==> src/rtl/lcdb_pkg.sv <==
package lcdb_pkg;

  localparam int NUM_TAPS = 4;
  localparam int CFG_W    = 5;
  localparam int CF_STYLE = 0;
  localparam int CF_POL   = 1;
  localparam int CF_IRQM  = 2;
  localparam int CF_CSEL  = 3;

  localparam logic [1:0] A_CTRL  = 2'd0;
  localparam logic [1:0] A_WDATA = 2'd1;
  localparam logic [1:0] A_WCMD  = 2'd2;
  localparam logic [1:0] A_READ  = 2'd3;

  typedef enum logic [1:0] {
    PH_IDLE   = 2'd0,
    PH_SETUP  = 2'd1,
    PH_STROBE = 2'd2,
    PH_HOLD   = 2'd3
  } phase_t;

  typedef struct packed {
    logic wr_n;
    logic rd_n;
    logic en;
    logic rnw;
  } pins_t;

  function automatic int unsigned phase_ticks(phase_t p, int unsigned s,
                                              int unsigned t, int unsigned h);
    case (p)
      PH_SETUP:  return s;
      PH_STROBE: return t;
      PH_HOLD:   return h;
      default:   return 1;
    endcase
  endfunction

  function automatic phase_t phase_after(phase_t p);
    case (p)
      PH_SETUP:  return PH_STROBE;
      PH_STROBE: return PH_HOLD;
      default:   return PH_IDLE;
    endcase
  endfunction

  function automatic pins_t pin_levels(logic style, logic pol, phase_t p, logic is_wr);
    pins_t q;
    logic act;
    logic busy;
    act    = (p == PH_STROBE);
    busy   = (p != PH_IDLE);
    q.wr_n = 1'b1;
    q.rd_n = 1'b1;
    q.en   = pol;
    q.rnw  = 1'b1;
    if (!style) begin
      q.wr_n = !(act && is_wr);
      q.rd_n = !(act && !is_wr);
    end else begin
      q.en  = act ? !pol : pol;
      q.rnw = !(busy && is_wr);
    end
    return q;
  endfunction

  function automatic logic [7:0] status_byte(logic xfer, logic busy, logic [CFG_W-1:0] cfg);
    return {1'b0, xfer, busy, cfg};
  endfunction

  function automatic logic irq_event(logic late, logic wr_handoff, logic rd_ready, logic bus_done);
    return late ? bus_done : (wr_handoff | rd_ready);
  endfunction

endpackage

==> src/rtl/lcdb_regs.sv <==
module lcdb_regs
  import lcdb_pkg::*;
#(
  parameter int DW = 8
) (
  input  logic             clk,
  input  logic             rst_n,
  input  logic             reg_wr,
  input  logic             reg_bwr,
  input  logic [1:0]       reg_addr,
  input  logic [2:0]       reg_bsel,
  input  logic [DW-1:0]    reg_wdata,
  output logic [DW-1:0]    reg_rdata,
  input  logic             xfer,
  input  logic             sample_evt,
  input  logic             done_evt,
  input  logic             cyc_wr,
  input  logic [DW-1:0]    bus_din,
  output logic             launch,
  output logic             launch_wr,
  output logic             launch_rs,
  output logic [DW-1:0]    launch_data,
  output logic [CFG_W-1:0] cfg,
  output logic             busy,
  output logic             irq
);

  logic [CFG_W-1:0] cfg_q, cfg_d;
  logic             pend_q, pend_wr_q, pend_rs_q, rdwait_q, irq_q;
  logic [DW-1:0]    slot_q, rd_q;
  logic             ctrl_ok, accept, rd_land;

  assign busy        = pend_q | rdwait_q;
  assign ctrl_ok     = !busy && !xfer;
  assign accept      = reg_wr && (reg_addr != A_CTRL) && !busy;
  assign launch      = pend_q && !xfer;
  assign launch_wr   = pend_wr_q;
  assign launch_rs   = pend_rs_q;
  assign launch_data = slot_q;
  assign rd_land     = sample_evt && !cyc_wr;
  assign cfg         = cfg_q;
  assign irq         = irq_q;

  always_comb begin
    cfg_d = cfg_q;
    if (ctrl_ok) begin
      if (reg_wr && reg_addr == A_CTRL) cfg_d = reg_wdata[CFG_W-1:0];
      if (reg_bwr && int'(reg_bsel) < CFG_W) cfg_d[reg_bsel] = reg_wdata[0];
    end
  end

  always_ff @(posedge clk or negedge rst_n) begin
    if (!rst_n) begin
      cfg_q     <= '0;
      pend_q    <= 1'b0;
      pend_wr_q <= 1'b0;
      pend_rs_q <= 1'b0;
      rdwait_q  <= 1'b0;
      slot_q    <= '0;
      rd_q      <= '0;
      irq_q     <= 1'b0;
    end else begin
      cfg_q <= cfg_d;
      irq_q <= irq_event(cfg_q[CF_IRQM], launch && pend_wr_q, rd_land, done_evt);
      if (accept) begin
        pend_q    <= 1'b1;
        pend_wr_q <= (reg_addr != A_READ);
        pend_rs_q <= (reg_addr != A_WCMD);
        slot_q    <= reg_wdata;
      end else if (launch) begin
        pend_q <= 1'b0;
      end
      if (launch && !pend_wr_q) rdwait_q <= 1'b1;
      else if (rd_land)         rdwait_q <= 1'b0;
      if (rd_land) rd_q <= bus_din;
    end
  end

  always_comb begin
    case (reg_addr)
      A_CTRL:  reg_rdata = DW'(status_byte(xfer, busy, cfg_q));
      A_READ:  reg_rdata = rd_q;
      default: reg_rdata = '0;
    endcase
  end

endmodule

==> src/rtl/lcdb_seq.sv <==
module lcdb_seq
  import lcdb_pkg::*;
#(
  parameter int DW           = 8,
  parameter int SETUP_TICKS  = 2,
  parameter int STROBE_TICKS = 3,
  parameter int HOLD_TICKS   = 2
) (
  input  logic          clk,
  input  logic          rst_n,
  input  logic          tick,
  input  logic          launch,
  input  logic          launch_wr,
  input  logic          launch_rs,
  input  logic [DW-1:0] launch_data,
  output phase_t        ph,
  output logic          cyc_wr,
  output logic          cyc_rs,
  output logic [DW-1:0] cyc_data,
  output logic          sample_evt,
  output logic          done_evt
);

  localparam int MAX_SH = (SETUP_TICKS > HOLD_TICKS) ? SETUP_TICKS : HOLD_TICKS;
  localparam int MAXT   = (MAX_SH > STROBE_TICKS) ? MAX_SH : STROBE_TICKS;
  localparam int CW     = $clog2(MAXT + 1);

  phase_t        ph_q;
  logic [CW-1:0] cnt_q;
  logic          last;

  assign ph         = ph_q;
  assign last       = tick && (ph_q != PH_IDLE) &&
                      (cnt_q == CW'(phase_ticks(ph_q, SETUP_TICKS, STROBE_TICKS, HOLD_TICKS) - 1));
  assign sample_evt = last && (ph_q == PH_STROBE);
  assign done_evt   = last && (ph_q == PH_HOLD);

  always_ff @(posedge clk or negedge rst_n) begin
    if (!rst_n) begin
      ph_q     <= PH_IDLE;
      cnt_q    <= '0;
      cyc_wr   <= 1'b0;
      cyc_rs   <= 1'b0;
      cyc_data <= '0;
    end else if (ph_q == PH_IDLE) begin
      cnt_q <= '0;
      if (launch) begin
        ph_q     <= PH_SETUP;
        cyc_wr   <= launch_wr;
        cyc_rs   <= launch_rs;
        cyc_data <= launch_data;
      end
    end else if (last) begin
      ph_q  <= phase_after(ph_q);
      cnt_q <= '0;
    end else if (tick) begin
      cnt_q <= cnt_q + 1'b1;
    end
  end

endmodule

==> src/rtl/lcdb_pins.sv <==
module lcdb_pins
  import lcdb_pkg::*;
#(
  parameter int DW = 8
) (
  input  logic          style,
  input  logic          pol,
  input  phase_t        ph,
  input  logic          cyc_wr,
  input  logic          cyc_rs,
  input  logic [DW-1:0] cyc_data,
  output logic          lcd_wr_n,
  output logic          lcd_rd_n,
  output logic          lcd_en,
  output logic          lcd_rnw,
  output logic          lcd_rs,
  output logic          lcd_oe,
  output logic [DW-1:0] lcd_dout
);

  pins_t lv;

  assign lv       = pin_levels(style, pol, ph, cyc_wr);
  assign lcd_wr_n = lv.wr_n;
  assign lcd_rd_n = lv.rd_n;
  assign lcd_en   = lv.en;
  assign lcd_rnw  = lv.rnw;
  assign lcd_rs   = cyc_rs;
  assign lcd_dout = cyc_data;
  assign lcd_oe   = (ph != PH_IDLE) && cyc_wr;

endmodule

==> src/rtl/lcdb_master.sv <==
module lcdb_master
  import lcdb_pkg::*;
#(
  parameter int DW           = 8,
  parameter int SETUP_TICKS  = 2,
  parameter int STROBE_TICKS = 3,
  parameter int HOLD_TICKS   = 2
) (
  input  logic                clk,
  input  logic                rst_n,
  input  logic [NUM_TAPS-1:0] tick_in,
  input  logic                reg_wr,
  input  logic                reg_bwr,
  input  logic [1:0]          reg_addr,
  input  logic [2:0]          reg_bsel,
  input  logic [DW-1:0]       reg_wdata,
  output logic [DW-1:0]       reg_rdata,
  input  logic [DW-1:0]       lcd_din,
  output logic [DW-1:0]       lcd_dout,
  output logic                lcd_oe,
  output logic                lcd_rs,
  output logic                lcd_wr_n,
  output logic                lcd_rd_n,
  output logic                lcd_en,
  output logic                lcd_rnw,
  output logic                irq
);

  phase_t           ph;
  logic             xfer, busy, launch, launch_wr, launch_rs;
  logic [DW-1:0]    launch_data, cyc_data;
  logic             cyc_wr, cyc_rs, sample_evt, done_evt, tick_sel;
  logic [CFG_W-1:0] cfg;

  assign xfer     = (ph != PH_IDLE);
  assign tick_sel = tick_in[cfg[CF_CSEL +: 2]];

  lcdb_regs #(.DW(DW)) u_regs (
    .clk(clk), .rst_n(rst_n),
    .reg_wr(reg_wr), .reg_bwr(reg_bwr), .reg_addr(reg_addr), .reg_bsel(reg_bsel),
    .reg_wdata(reg_wdata), .reg_rdata(reg_rdata),
    .xfer(xfer), .sample_evt(sample_evt), .done_evt(done_evt), .cyc_wr(cyc_wr),
    .bus_din(lcd_din),
    .launch(launch), .launch_wr(launch_wr), .launch_rs(launch_rs), .launch_data(launch_data),
    .cfg(cfg), .busy(busy), .irq(irq)
  );

  lcdb_seq #(
    .DW(DW), .SETUP_TICKS(SETUP_TICKS), .STROBE_TICKS(STROBE_TICKS), .HOLD_TICKS(HOLD_TICKS)
  ) u_seq (
    .clk(clk), .rst_n(rst_n), .tick(tick_sel),
    .launch(launch), .launch_wr(launch_wr), .launch_rs(launch_rs), .launch_data(launch_data),
    .ph(ph), .cyc_wr(cyc_wr), .cyc_rs(cyc_rs), .cyc_data(cyc_data),
    .sample_evt(sample_evt), .done_evt(done_evt)
  );

  lcdb_pins #(.DW(DW)) u_pins (
    .style(cfg[CF_STYLE]), .pol(cfg[CF_POL]), .ph(ph),
    .cyc_wr(cyc_wr), .cyc_rs(cyc_rs), .cyc_data(cyc_data),
    .lcd_wr_n(lcd_wr_n), .lcd_rd_n(lcd_rd_n), .lcd_en(lcd_en), .lcd_rnw(lcd_rnw),
    .lcd_rs(lcd_rs), .lcd_oe(lcd_oe), .lcd_dout(lcd_dout)
  );

endmodule

==> config.mk <==
export PLATFORM = sky130hd
export DESIGN_NAME = lcdb_master
export DESIGN_NICKNAME = d
export VERILOG_FILES = /design/src/rtl/lcdb_pkg.sv /design/src/rtl/lcdb_regs.sv /design/src/rtl/lcdb_seq.sv /design/src/rtl/lcdb_pins.sv /design/src/rtl/lcdb_master.sv
export SDC_FILE = /design/constraint.sdc
export NUM_CORES = 1
export LEC_CHECK = 0
export ABC_AREA = 1
export BUFFER_PORTS_ARGS = -buffer_cell sky130_fd_sc_hd__buf_4
export CAP_MARGIN = 25
export CORE_AREA = 5 5 72 87
export DETAILED_ROUTE_END_ITERATION = 16
export DIE_AREA = 0 0 77 92
export SYNTH_ARGS = -nofsm -noshare
export SYNTH_HDL_FRONTEND = slang
export SYNTH_SLANG_ARGS = --single-unit
==> constraint.sdc <==
create_clock -name clk -period 3.5 [get_ports clk]
set_input_delay 0.175 -clock clk [delete_from_list [all_inputs] [get_ports clk]]
set_output_delay 0.175 -clock clk [all_outputs]
set_load 0.05 [all_outputs]
### Word level (Yosys, flattened, before mapping)

Cells that the tools add are included.
W data, S select, Z words.

* bits in read-only memories: 0
* word-level logic and storage cells: 90
* memories kept: 0
* output and inout port bits: 23
* bits in writable memories: 0
* register bits: 40
* bits of input ports: 29
* latch bits: 0

* bitwise gates (word level): 2
* $lt $le $gt $ge: 4
* $add $sub $neg: 2
* $mul: 0
* shifts and indexed selects: 0
* mux-type cells: 25
* divide/modulo/power cells: 0
* equal/unequal tests: 8
* reductions and logical operators: 36

Operators by type and width (count)
* $logic_and A1 B1 Y1: 17
* $mux W2: 8
* $pmux W8 S2: 1
* $mux W5: 3
* $reduce_bool A2 Y1: 5
* $logic_not A1 Y1: 8
* $mux W1: 8
* $pmux W2 S2: 2
* $eq A2 B2 Y1 const B: 3
* $ne A2 B2 Y1 const B: 3
* $bwmux W5: 1
* $logic_not A2 Y1: 2
* $lt A3 B4 Y1 const B: 1
* $reduce_and A2 Y1: 2
* $demux W1 S3: 1
* $ge A3 B1 Y1 const B: 1
* $lt A2 B3 Y1 const B: 1
* $lt A3 B3 Y1 const B: 1
* $reduce_bool A3 Y1: 1
* $add A2 B1 Y2 const B: 1
* $bmux W1 S2: 1
* $eq A2 B1 Y1 const B: 1
* $eq A2 B2 Y1: 1
* $or A1 B1 Y1: 2
* 2 further kinds: 2

### Depth between registers and ports, before layout

Gate-level depths: netlist of the first run.

* word-level depth: 10
* mapped depth: 11
* depth with buffers taken out: 11

### Hierarchy

A second synthesis of the first run with hierarchy kept.

* cell total of the unflattened synthesis: 292
* area, all modules: 2332.2 µm²

By module, submodules not included
* lcdb_regs: sequential area each 650.6 µm², cells an instance 194, instances 1, area an instance 1458.9 µm²
* lcdb_seq: sequential area each 350.3 µm², cells an instance 61, instances 1, area an instance 684.4 µm²
* lcdb_pins: sequential area each 0.0 µm², cells an instance 23, instances 1, area an instance 131.4 µm²
* lcdb_master: sequential area each 0.0 µm², cells an instance 14, instances 1, area an instance 57.6 µm²

### Worst setup path before layout of the first run

No wires, ideal clock.

* kind: reg-to-output
* from: register u_seq.ph_q[0], in the netlist u_seq.ph[0]
* to: output lcd_rnw
* path buffers: 0
* setup slack: 1.417 ns
* data required time: 3.325 ns
* arrival time: 1.908 ns
* cell stages (with the launch flop): 5
* cells stage by stage: dfrtp_1 -> inv_1 -> ha_1 -> nor2_1 -> nand2_1

* cells in the longest elaborated chain, start to end: 4

Ends and longest elaborated chain
* start, declared: RTL line lcdb_seq.sv:28 `phase_t ph_q;`
* start signal, assigned: RTL line lcdb_seq.sv:54 `ph_q <= phase_after(ph_q);`
* $reduce_bool A2 Y1
* $logic_and A1 B1 Y1
* via lcd_oe: RTL line lcdb_master.sv:20 `output logic lcd_oe,`
* $logic_not A1 Y1: RTL line lcdb_pkg.sv:62 `q.rnw = !(busy && is_wr);`
* $mux W2: RTL line lcdb_pkg.sv:57 `if (!style) begin`
* end, declared: RTL line lcdb_master.sv:25 `output logic lcd_rnw,`

The timed path passes the listed nets, and every way through them passes these cells.

### Worst setup path after layout of the first run

* from: register u_seq.ph_q[1], in the netlist u_seq.ph[1]
* to: register u_regs.irq_q, in the netlist u_regs.irq

* cells in the longest elaborated chain, start to end: 10
* elaborated cells between the ends (all ways): 18
* those cells by class: add/sub: 1; eq/ne: 4; mux: 2; bitwise: 1; reduce/logical: 10

Ends and longest elaborated chain
* $eq A2 B1 Y1 or $eq A2 B2 Y1 (tied branches): RTL line lcdb_pkg.sv:31, lcdb_seq.sv:36
* $reduce_or A2 Y1 (no source line)
* $pmux W2 S2: RTL line lcdb_pkg.sv:31 `case (p)`
* $sub A2 B1 Y2: RTL line lcdb_seq.sv:34 `(cnt_q == CW'(phase_ticks(ph_q, SETUP_TICKS, STROBE_TICKS, HOLD_TICKS) - 1));`
* $eq A2 B2 Y1: RTL line lcdb_seq.sv:34
* $logic_and A1 B1 Y1: RTL line lcdb_seq.sv:33 `assign last = tick && (ph_q != PH_IDLE) &&`
* $logic_and A1 B1 Y1: RTL line lcdb_seq.sv:35 `assign sample_evt = last && (ph_q == PH_STROBE);`
* $logic_and A1 B1 Y1: RTL line lcdb_regs.sv:40 `assign rd_land = sample_evt && !cyc_wr;`
* $or A1 B1 Y1: RTL line lcdb_pkg.sv:72 `return late ? bus_done : (wr_handoff | rd_ready);`
* $mux W1 *: RTL line lcdb_pkg.sv:72
* end signal, assigned: RTL line lcdb_regs.sv:64 `irq_q <= irq_event(cfg_q[CF_IRQM], launch && pend_wr_q, rd_land, done_evt);`
* end, declared: RTL line lcdb_regs.sv:29 `logic pend_q, pend_wr_q, pend_rs_q, rdwait_q, irq_q;`

Mark *: on every way between the ends. The rest lies on a longest branch, timed or not.
A chain may end at the register's enable or synchronous reset.

==> impl_metrics.json, run 1 <==
{
  "worst_setup_hold_path_clk_slew_ns": 0.09,
  "list_of_most_frequent_post_synthesis_cells": "nand2_1 (87), dfrtp_1 (40), inv_1 (35), o21ai_0 (18), a21oi_1 (13)",
  "synth-seq-area-share_pct": 49.1,
  "total_leakage_power_uw": 0.00141,
  "design.die.area_mm2": 0.00708,
  "clock_tree.root_cell": "clkbuf_8",
  "critical_path_cell_by_cell": "inv_1, ha_1, nand2_1, inv_2, nand2_1, nand2_1, inv_1, nand2_1, nand2_1, inv_1",
  "cts-buffers-inserted": 5,
  "r2r-end": "u_regs.irq",
  "cpPeakStageDelay_ns": 0.44,
  "dp_hpwl_um": 3480,
  "synth_area_mm2": 0.00204,
  "antenna_cells": 0,
  "n_fill_cell": 543,
  "whs_endpoint": "u_regs.launch_data[7]",
  "sequential_cell_area_mm2": 0.00100,
  "postLayoutSetupSlackWorst_ns": 1.63,
  "groute.usage.overall_pct": 13.5,
  "async_flop_share_pct": 100,
  "totalWireLength_um": 4670,
  "post-synth-top-count-cell": "nand2_1",
  "numPortBuffers": 51,
  "htree_num_levels": 2,
  "synth_top_cell_area_share_pct": 49.1,
  "initial_core_util_pct": 38.8,
  "wl_per_cell_um": 12.6,
  "intPower_uw": 1250,
  "netlist.top_cell.by_area": "dfrtp_1",
  "clk-insertion-delay-late_ns": 0.29,
  "rsz0062_at_grt": "false",
  "switching_share_pct": 45.9,
  "power.density_cell_area_mw_per_mm2": 890,
  "total_number_of_nets_in_the_final_design": 343,
  "critPathRequiredTime_ns": 3.70,
  "hold_start": "reg_wdata[7]",
  "setup_total_negative_slack_ns": 0,
  "antenna_violating_nets_remaining": 0,
  "antenna_found_initial": 0,
  "achievable-frequency_mhz": 535,
  "synth_top_cells_by_area": "dfrtp_1 (49%), nand2_1 (16%), inv_1 (6.4%), o21ai_0 (4.4%), ha_1 (3.7%)",
  "worstSetupPathType": "flip-flop to flip-flop",
  "cts_resized": 0,
  "firstDrtPassIters": 4,
  "power.net_switching_uw": 1060,
  "timing.critical_path.arrival_ns": 2.07,
  "grt_pass1_wl_um": 7680,
  "cts_tree": "built",
  "peakVddDrop_uv": 358,
  "final_period_minus_worst_setup_slack_ns": 1.87,
  "run_status": "complete, no violations",
  "r2r_slack_ns": 1.63,
  "worstSetupEndpointType": "flip-flop",
  "vias": 1748,
  "critPathSlowestCell": "nand2_1",
  "clock_power_share_pct": 16.8,
  "grt_max_degree": 41,
  "rows": 29,
  "yosys_most_used_dff": "dfrtp_1",
  "reg2reg_depth": 10,
  "chipHeight_um": 92,
  "whs_path_depth": 2,
  "clock-skew-final_ns": 0.00825,
  "worst_hold_path_type": "input pin to flip-flop",
  "yosys_register_bits": 40,
  "yosysWarnings": 0,
  "clk_path_buf_depth": 2,
  "synth_enable_flop_cells": 0,
  "timing_hold_violations_final": 0,
  "area_delta_synth_final_pct": 27.2,
  "worstPathBufferInverterCount": 4,
  "synth_cell_type_count": 25,
  "gp_routability_congestion": 0.833,
  "cp_max_fo": 16,
  "gr-total-overflow": 0,
  "timing_worst_slew_pin_value_ns": 0.713,
  "drc_errors": 0,
  "critical_path.reg2reg.startpoint": "u_seq.ph[1]",
  "drt_iter0_drc": 98,
  "timing.final.setup_violations": 0,
  "start_kind": "flip-flop",
  "grt_pass1_vias": 1667,
  "pre_cts_slack_ns": 1.61,
  "synthesis.instances": 255,
  "drv_slew": 0,
  "die_w_um": 77,
  "min_period_over_period_pct": 53.4,
  "fp.coreArea_mm2": 0.00526,
  "drive_gt1_share_pct": 24.6,
  "comb_power_share_pct": 47.8,
  "cts_num_sinks": 40,
  "pwr-share-seq_pct": 35.4,
  "critical_path.most_common_cell": "nand2_1",
  "route.detailed.vias_per_inst": 4.71,
  "timing.critical_path.max_delay_family": "simple AND/OR/NAND/NOR gates",
  "syn_area_per_cell_um2": 8.00,
  "num_io_pins": 52,
  "net_count_of_the_mapped_netlist": 290,
  "multi_input_gate_area_in_the_final_layout_um2": 860,
  "maxCapViolations": 0,
  "relSlewSlack_pct": 52.3
}
==> logic make-up after synthesis <==
| group | after synthesis | share of synthesized area [%] |
|---|---|---|
| simple gates | 115 | 23.5 |
| compound gates | 45 | 13.1 |
| buf+inv | 45 | 8.77 |
| flops | 40 | 49.1 |
| fa+ha+maj | 6 | 3.68 |
| xor+xnor | 3 | 1.29 |
| mux | 1 | 0.552 |
==> layout by cell type, fill, tap and decap left out, types with 2 or more instances in the layout <==
master / instances
dfrtp_1: 40
o21ai_2: 8
a21oi_1: 13
o21ai_0: 18
buf_4: 51
clkinv_4: 2
inv_1: 35
inv_2: 4
ha_1: 6
o22ai_1: 2
nor2_2: 2
xor2_1: 3
nand2_1: 87
clkbuf_8: 5
nand3_1: 12
nor2_1: 10
==> through the flow <==
step | power [uW] | utilization, % | area, um2 | hold slack [ns] | instances
6_report | 2310 | 49.3 | 2590 | 0.112 | 371
5_1_grt | 2480 | 49.3 | 2590 | 0.100 | 371
3_5_place_dp | 1940 | 46.9 | 2470 | 0.193 | 362
3_3_place_gp | 1920 | 46.9 | 2470 | 0.192 | 362
2_1_floorplan | 1620 | - | 2040 | -0.121 | 255
4_1_cts | 2330 | 49.3 | 2590 | 0.103 | 371
==> layout make-up <==
cell class | instances | share of cell area [%]
Timing Repair Buffer | 52 | 15.1
Clock buffer | 5 | 2.65
Clock inverter | 3 | 1.83
Tap cell | 62 | 2.99
Inverter | 39 | 5.64
Sequential cell | 40 | 38.6
Multi-Input combinational cell | 170 | 33.1
==> how the worst max path moves through the flow <==
stage,startpoint,end,slack (ns),depth (start not counted)
2_1_floorplan,u_seq.ph[0],lcd_rnw,1.42,4
3_3_place_gp,u_seq.ph[0],u_regs.irq,1.61,10
3_5_place_dp,u_seq.ph[0],u_regs.irq,1.61,10
4_1_cts,u_seq.ph[1],u_regs.irq,1.59,10
5_1_grt,u_seq.ph[0],u_regs.irq,1.40,10
6_report,u_seq.ph[1],u_regs.irq,1.63,10
==> flip-flops by register name, summed over array words and instances (netlist names) <==
| signal | count |
|---|---|
| u_seq.cnt_q | 2 |
| u_regs.rd_q | 8 |
| u_regs.launch_data | 8 |
| u_regs.launch_wr | 1 |
| u_seq.cyc_rs | 1 |
| u_seq.cyc_wr | 1 |
| u_regs.rdwait_q | 1 |
| u_regs.cfg | 5 |
| u_seq.cyc_data | 8 |
| u_regs.launch_rs | 1 |
| u_regs.irq | 1 |
| u_regs.pend_q | 1 |
| u_seq.ph | 2 |
==> power by group through the flow <==
stage | combinational [uW] | clock [uW] | sequential (uW)
global route | 1210 | 419 | 849
CTS | 1120 | 398 | 819
finish | 1100 | 388 | 817
floorplan | 666 | 0 | 955
global placement | 1100 | 0 | 824
detailed placement | 1110 | 0 | 826
==> per-layer routing <==
| metal | global-route usage (%) | vias to the layer above | share of wire (%) |
|---|---|---|---|
| li1 | - | 903 | - |
| met1 | 16.1 | 797 | 43 |
| met2 | 23.0 | 42 | 50 |
| met3 | 3.53 | 6 | 5.3 |
| met4 | 5.59 | 0 | 2.1 |
| met5 | 0 | - | 0 |
==> timing repair <==
item,4_1_cts,5_1_grt
endpoints found under the setup margin,0,0
buffers inserted,0,0
hold buffers,1,0
endpoints found under the hold margin,40,0
(Power assumes the default switching activity.)
==> run 2, diff against run 1 <==
- clock period: 3.5 -> 1.92 ns (I/O delays scaled with it)
==> run 2 against run 1 <==
  * Die area did not move
  * Count of clock-buffer cells in the layout rose by 1
  * Non-clock buffer count is 2 higher
  * Global-route usage fell by 0.13 points
  * Cell count up 0.81%
  * Core utilization rose by 0.40 points
  * Register-to-register slack worse by 1.4 ns
  * Sequential power up 82%
  * Critical path depth shrank 4
  * Clock power up 54%
  * First-iteration DRC count up 29%
  * Critical path type is now flip-flop to output port
  * Largest cell class unchanged
==> impl_metrics.json, run 2 (synthesis results as in run 1) <==
{
  "setup_total_negative_slack_ns": 0,
  "dp_hpwl_um": 3450,
  "mostFrequentLayoutCell": "nand2_1",
  "worstSetupEndpointType": "output port",
  "final_period_minus_worst_setup_slack_ns": 1.80,
  "numPortBuffers": 51,
  "worstSetupPathType": "flip-flop to output port",
  "peakVddDrop_uv": 576,
  "firstDrtPassIters": 4,
  "cts_tree": "built",
  "worst_setup_hold_path_clk_slew_ns": 0.08,
  "worstPathBufferInverterCount": 3,
  "timing_worst_slew_pin_value_ns": 0.523,
  "holdWs_ns": 0.0289,
  "route.detailed.vias_per_inst": 4.80,
  "critical_path.most_common_cell": "inv_1",
  "gr-total-overflow": 0,
  "relSlewSlack_pct": 65.1,
  "critical_path_cell_by_cell": "inv_1, ha_1, inv_1, nor2_2, nand2_1, buf_4",
  "antenna_violating_nets_remaining": 0,
  "sequential_cell_area_mm2": 0.00100,
  "rsz0062_at_grt": "false",
  "clock_tree.root_cell": "clkbuf_8",
  "timing.critical_path.max_delay_family": "flip-flops",
  "chipHeight_um": 92,
  "timing.final.setup_violations": 0,
  "grt_pass1_wl_um": 7760,
  "die_w_um": 77,
  "use_met3_pct": 3.33,
  "timing_hold_violations_final": 0,
  "grt_max_degree": 41,
  "critPathSlowestCell": "dfrtp_1",
  "total_leakage_power_uw": 0.00140,
  "groute.usage.overall_pct": 13.4,
  "rows": 29,
  "drt_iter0_drc": 126,
  "cts_num_sinks": 40,
  "clock-skew-final_ns": 0.00598,
  "cp_max_fo": 4,
  "antenna_cells": 0,
  "gp_routability_congestion": 0.804,
  "vias": 1795,
  "design.die.area_mm2": 0.00708,
  "cpPeakStageDelay_ns": 0.40,
  "grt_pass1_vias": 1760,
  "cts-buffers-inserted": 5,
  "run_status": "complete, no violations",
  "antenna_found_initial": 0,
  "layout.cells.most_common_list": "nand2_1 (87), buf_4 (53), dfrtp_1 (40)",
  "htree_num_levels": 2,
  "postLayoutSetupSlackWorst_ns": 0.122,
  "maxCapViolations": 0,
  "clk-insertion-delay-late_ns": 0.29,
  "fp.coreArea_mm2": 0.00526,
  "worst_hold_path_type": "input pin to flip-flop",
  "totalWireLength_um": 4690,
  "num_io_pins": 52,
  "drc_errors": 0,
  "finish.utilization_pct": 49.7,
  "groute.layer.met1.usage_pct": 15.7,
  "grtUsageMet2_pct": 23.2,
  "initial_core_util_pct": 38.8,
  "dp_cells": 364,
  "wl_per_cell_um": 12.5,
  "final_cell_count_without_fillers": 374,
  "start_kind": "flip-flop",
  "pre_cts_slack_ns": 0.151,
  "min_period_over_period_pct": 93.6,
  "achievable-frequency_mhz": 556,
  "n_fill_cell": 535,
  "timing.critical_path.arrival_ns": 1.70,
  "drive_gt1_share_pct": 26.3,
  "area_delta_synth_final_pct": 28.2,
  "clk_path_buf_depth": 2,
  "power.density_cell_area_mw_per_mm2": 1590,
  "critPathRequiredTime_ns": 1.82,
  "grt.busiest_layer": "met2",
  "total_number_of_nets_in_the_final_design": 346,
  "multi_input_gate_area_in_the_final_layout_um2": 885,
  "drv_slew": 0
}
run 2: cell types whose count changed in the layout (fill, tap and decap cells not counted), sizes merged:
cell / change
buf: +2
clkinv: -2
clkinvlp: +2
bufinv: -1
clkbuf: +1
nand3: +1
run 2: path summary, 6_finish.rpt:
path / cells past startpoint / slack [ns] / endpoint / from
worst min-delay path: 2 / 0.03 / u_regs.launch_data[7] / reg_wdata[7]
max in group asynchronous: 2 / 1.24 / u_regs.cfg[0] / rst_n
worst max register to register: 10 / 0.20 / u_regs.rdwait_q / u_seq.ph[0]
min in group asynchronous: 2 / 0.31 / u_regs.launch_data[3] / rst_n
worst max-delay path: 6 / 0.12 / lcd_rd_n / u_seq.ph[0]
worst min register to register: 2 / 0.47 / u_seq.cyc_rs / u_regs.launch_rs
run 2: repair_timing:
item	in CTS	in global routing
hold buffers	1	0
setup endpoints to repair	0	10
setup buffers	0	0
resized for setup	0	3
hold endpoints to repair	40	0
run 2: per-stage QoR:
step,total power (uW),instance area (um2)
final,4160,2620
after global placement,3510,2480
after CTS,4160,2590
after global routing,4490,2620
after detailed placement,3540,2480
after floorplan,2960,2040
run 2: routing by layer:
metal	vias up	part of all wire (%)	routed length, um
li1	914	-	-
met3	7	6.3	295
met5	-	0	0
met4	0	1.9	90
met2	45	48	2250
met1	829	44	2060
run 2: worst register-to-register path, delay by kind of cell, from the launching register on:
| family | cells | cell delay [ns] |
|---|---|---|
| compound gates | 1 | 0.07 |
| buf+inv | 2 | 0.20 |
| fa+ha+maj | 1 | 0.26 |
| flops | 1 | 0.38 |
| simple gates | 6 | 0.72 |
run 2: final cells by class:
| class | instances | area share, % |
|---|---|---|
| Inverter | 39 | 5.60 |
| Timing Repair Buffer | 54 | 15.6 |
| Multi-Input combinational cell | 171 | 33.8 |
| Clock buffer | 6 | 3.16 |
| Sequential cell | 40 | 38.3 |
| Tap cell | 62 | 2.97 |
| Clock inverter | 2 | 0.574 |
run 2: where the power goes:
part / internal (uW) / switching, uW
combinational: 682 / 1400
clock: 291 / 305
sequential: 1230 / 260
total: 2200 / 1960
==> run 3, diff against run 2 <==
- PLACE_DENSITY: not set -> 0.65
==> run 3 against run 2 <==
  * Maximum frequency decreased by 0.76%
  * Global-route usage increased by 0.079 points
  * Cell count increased by 0.27%
  * Largest cell class unchanged
==> impl_metrics.json, run 3 (synthesis results as in run 1) <==
{
  "run_status": "complete, no violations",
  "numPortBuffers": 51,
  "cts_tree": "built",
  "mostFrequentLayoutCell": "nand2_1",
  "die_w_um": 77,
  "drc_errors": 0,
  "chipHeight_um": 92,
  "worstSetupEndpointType": "output port",
  "worst_setup_hold_path_clk_slew_ns": 0.07,
  "achievable-frequency_mhz": 552,
  "worst_hold_path_type": "input pin to flip-flop",
  "holdWs_ns": 0.0388,
  "antenna_found_initial": 0,
  "maxCapViolations": 0,
  "start_kind": "flip-flop",
  "worstSetupPathType": "flip-flop to output port",
  "setup_total_negative_slack_ns": 0,
  "rows": 29,
  "drive_gt1_share_pct": 26.2,
  "critPathRequiredTime_ns": 1.82,
  "fp.coreArea_mm2": 0.00526,
  "groute.usage.overall_pct": 13.5,
  "worstSetupPathDepth": 6,
  "timing_hold_violations_final": 0,
  "clk-insertion-delay-late_ns": 0.29,
  "rsz0062_at_grt": "false",
  "cp_max_fo": 4,
  "cpPeakStageDelay_ns": 0.40,
  "reg2reg_depth": 10,
  "pre_cts_slack_ns": 0.133,
  "min_period_over_period_pct": 94.4,
  "timing.final.setup_violations": 0,
  "gp_routability_congestion": 0.827,
  "relSlewSlack_pct": 66.2,
  "grt_pass1_wl_um": 7670,
  "layout.cells.most_common_list": "nand2_1 (87), buf_4 (54), dfrtp_1 (40)",
  "critPathSlowestCell": "dfrtp_1",
  "wl_per_cell_um": 12.5,
  "antenna_cells": 0,
  "grt_pass1_vias": 1727,
  "clk_path_buf_depth": 2,
  "clock_tree.root_cell": "clkbuf_8",
  "grt_max_degree": 41,
  "critical_path_cell_by_cell": "inv_1, ha_1, inv_1, nor2_2, nand2_1, buf_4",
  "dp_hpwl_um": 3450,
  "firstDrtPassIters": 4,
  "antenna_violating_nets_remaining": 0,
  "gr-total-overflow": 0,
  "design.die.area_mm2": 0.00708,
  "cts-buffers-inserted": 5,
  "whs_path_depth": 2,
  "initial_core_util_pct": 38.8,
  "total_number_of_nets_in_the_final_design": 348,
  "vias": 1794,
  "cts_num_sinks": 40,
  "totalWireLength_um": 4680,
  "drt_iter0_drc": 87,
  "total_leakage_power_uw": 0.00142,
  "worstPathBufferInverterCount": 3,
  "n_fill_cell": 516,
  "timing.critical_path.max_delay_family": "buffers and inverters",
  "htree_num_levels": 2,
  "drv_slew": 0,
  "timing_worst_slew_pin_value_ns": 0.507,
  "power.density_cell_area_mw_per_mm2": 1600,
  "route.detailed.vias_per_inst": 4.78,
  "final_period_minus_worst_setup_slack_ns": 1.81,
  "timing.critical_path.arrival_ns": 1.72,
  "clock-skew-final_ns": 0.00728,
  "critical_path.most_common_cell": "inv_1",
  "num_io_pins": 52,
  "postLayoutSetupSlackWorst_ns": 0.108,
  "peakVddDrop_uv": 576,
  "area_delta_synth_final_pct": 28.6
}
==> run 3: final timing paths <==
kind	start	to	slack (ns)
max in group asynchronous	rst_n	u_seq.cyc_data[5]	1.25
min in group asynchronous	rst_n	u_regs.launch_data[1]	0.31
setup reg to reg	u_seq.ph[0]	u_regs.rd_q[0]	0.14
hold reg to reg	u_regs.launch_data[7]	u_seq.cyc_data[7]	0.47
setup / recovery	u_seq.ph[0]	lcd_rd_n	0.11
hold / removal	reg_wdata[7]	u_regs.launch_data[7]	0.04
==> run 3: through the flow <==
stage	instance area (um2)	instances	utilization [%]	total power, uW
CTS	2570	372	48.9	4070
global route	2620	375	49.8	4520
finish	2620	375	49.8	4190
floorplan	2040	255	-	2960
global placement	2480	364	47.2	3500
detailed placement	2480	364	47.2	3540
==> run 3: layout make-up <==
| cell class | count | area (um2) | share of cell area, % |
|---|---|---|---|
| Timing Repair Buffer | 56 | 435 | 16.6 |
| Inverter | 39 | 146 | 5.58 |
| Clock buffer | 6 | 72.6 | 2.77 |
| Clock inverter | 1 | 5.00 | 0.191 |
| Tap cell | 62 | 77.6 | 2.96 |
| Multi-Input combinational cell | 171 | 885 | 33.7 |
| Sequential cell | 40 | 1000 | 38.2 |
==> run 3: power by group <==
| group | internal [uW] | switching [uW] |
|---|---|---|
| logic | 742 | 1420 |
| registers | 1230 | 263 |
| clock network | 247 | 286 |
==> run 3: timing repair <==
action | 4_1_cts | 5_1_grt
resized for setup | 0 | 3
endpoints found under the setup margin | 0 | 10
hold endpoints to repair | 40 | 0
hold buffers | 1 | 0
buffers inserted | 0 | 2
==> run 3: per-layer routing <==
| metal | GRT usage (%) | share of wire [%] | up-vias |
|---|---|---|---|
| met5 | 0 | 0 | - |
| met4 | 5.16 | 1.8 | 0 |
| met3 | 3.73 | 5.0 | 6 |
| met2 | 23.7 | 50 | 49 |
| met1 | 15.4 | 44 | 824 |
| li1 | - | - | 915 |
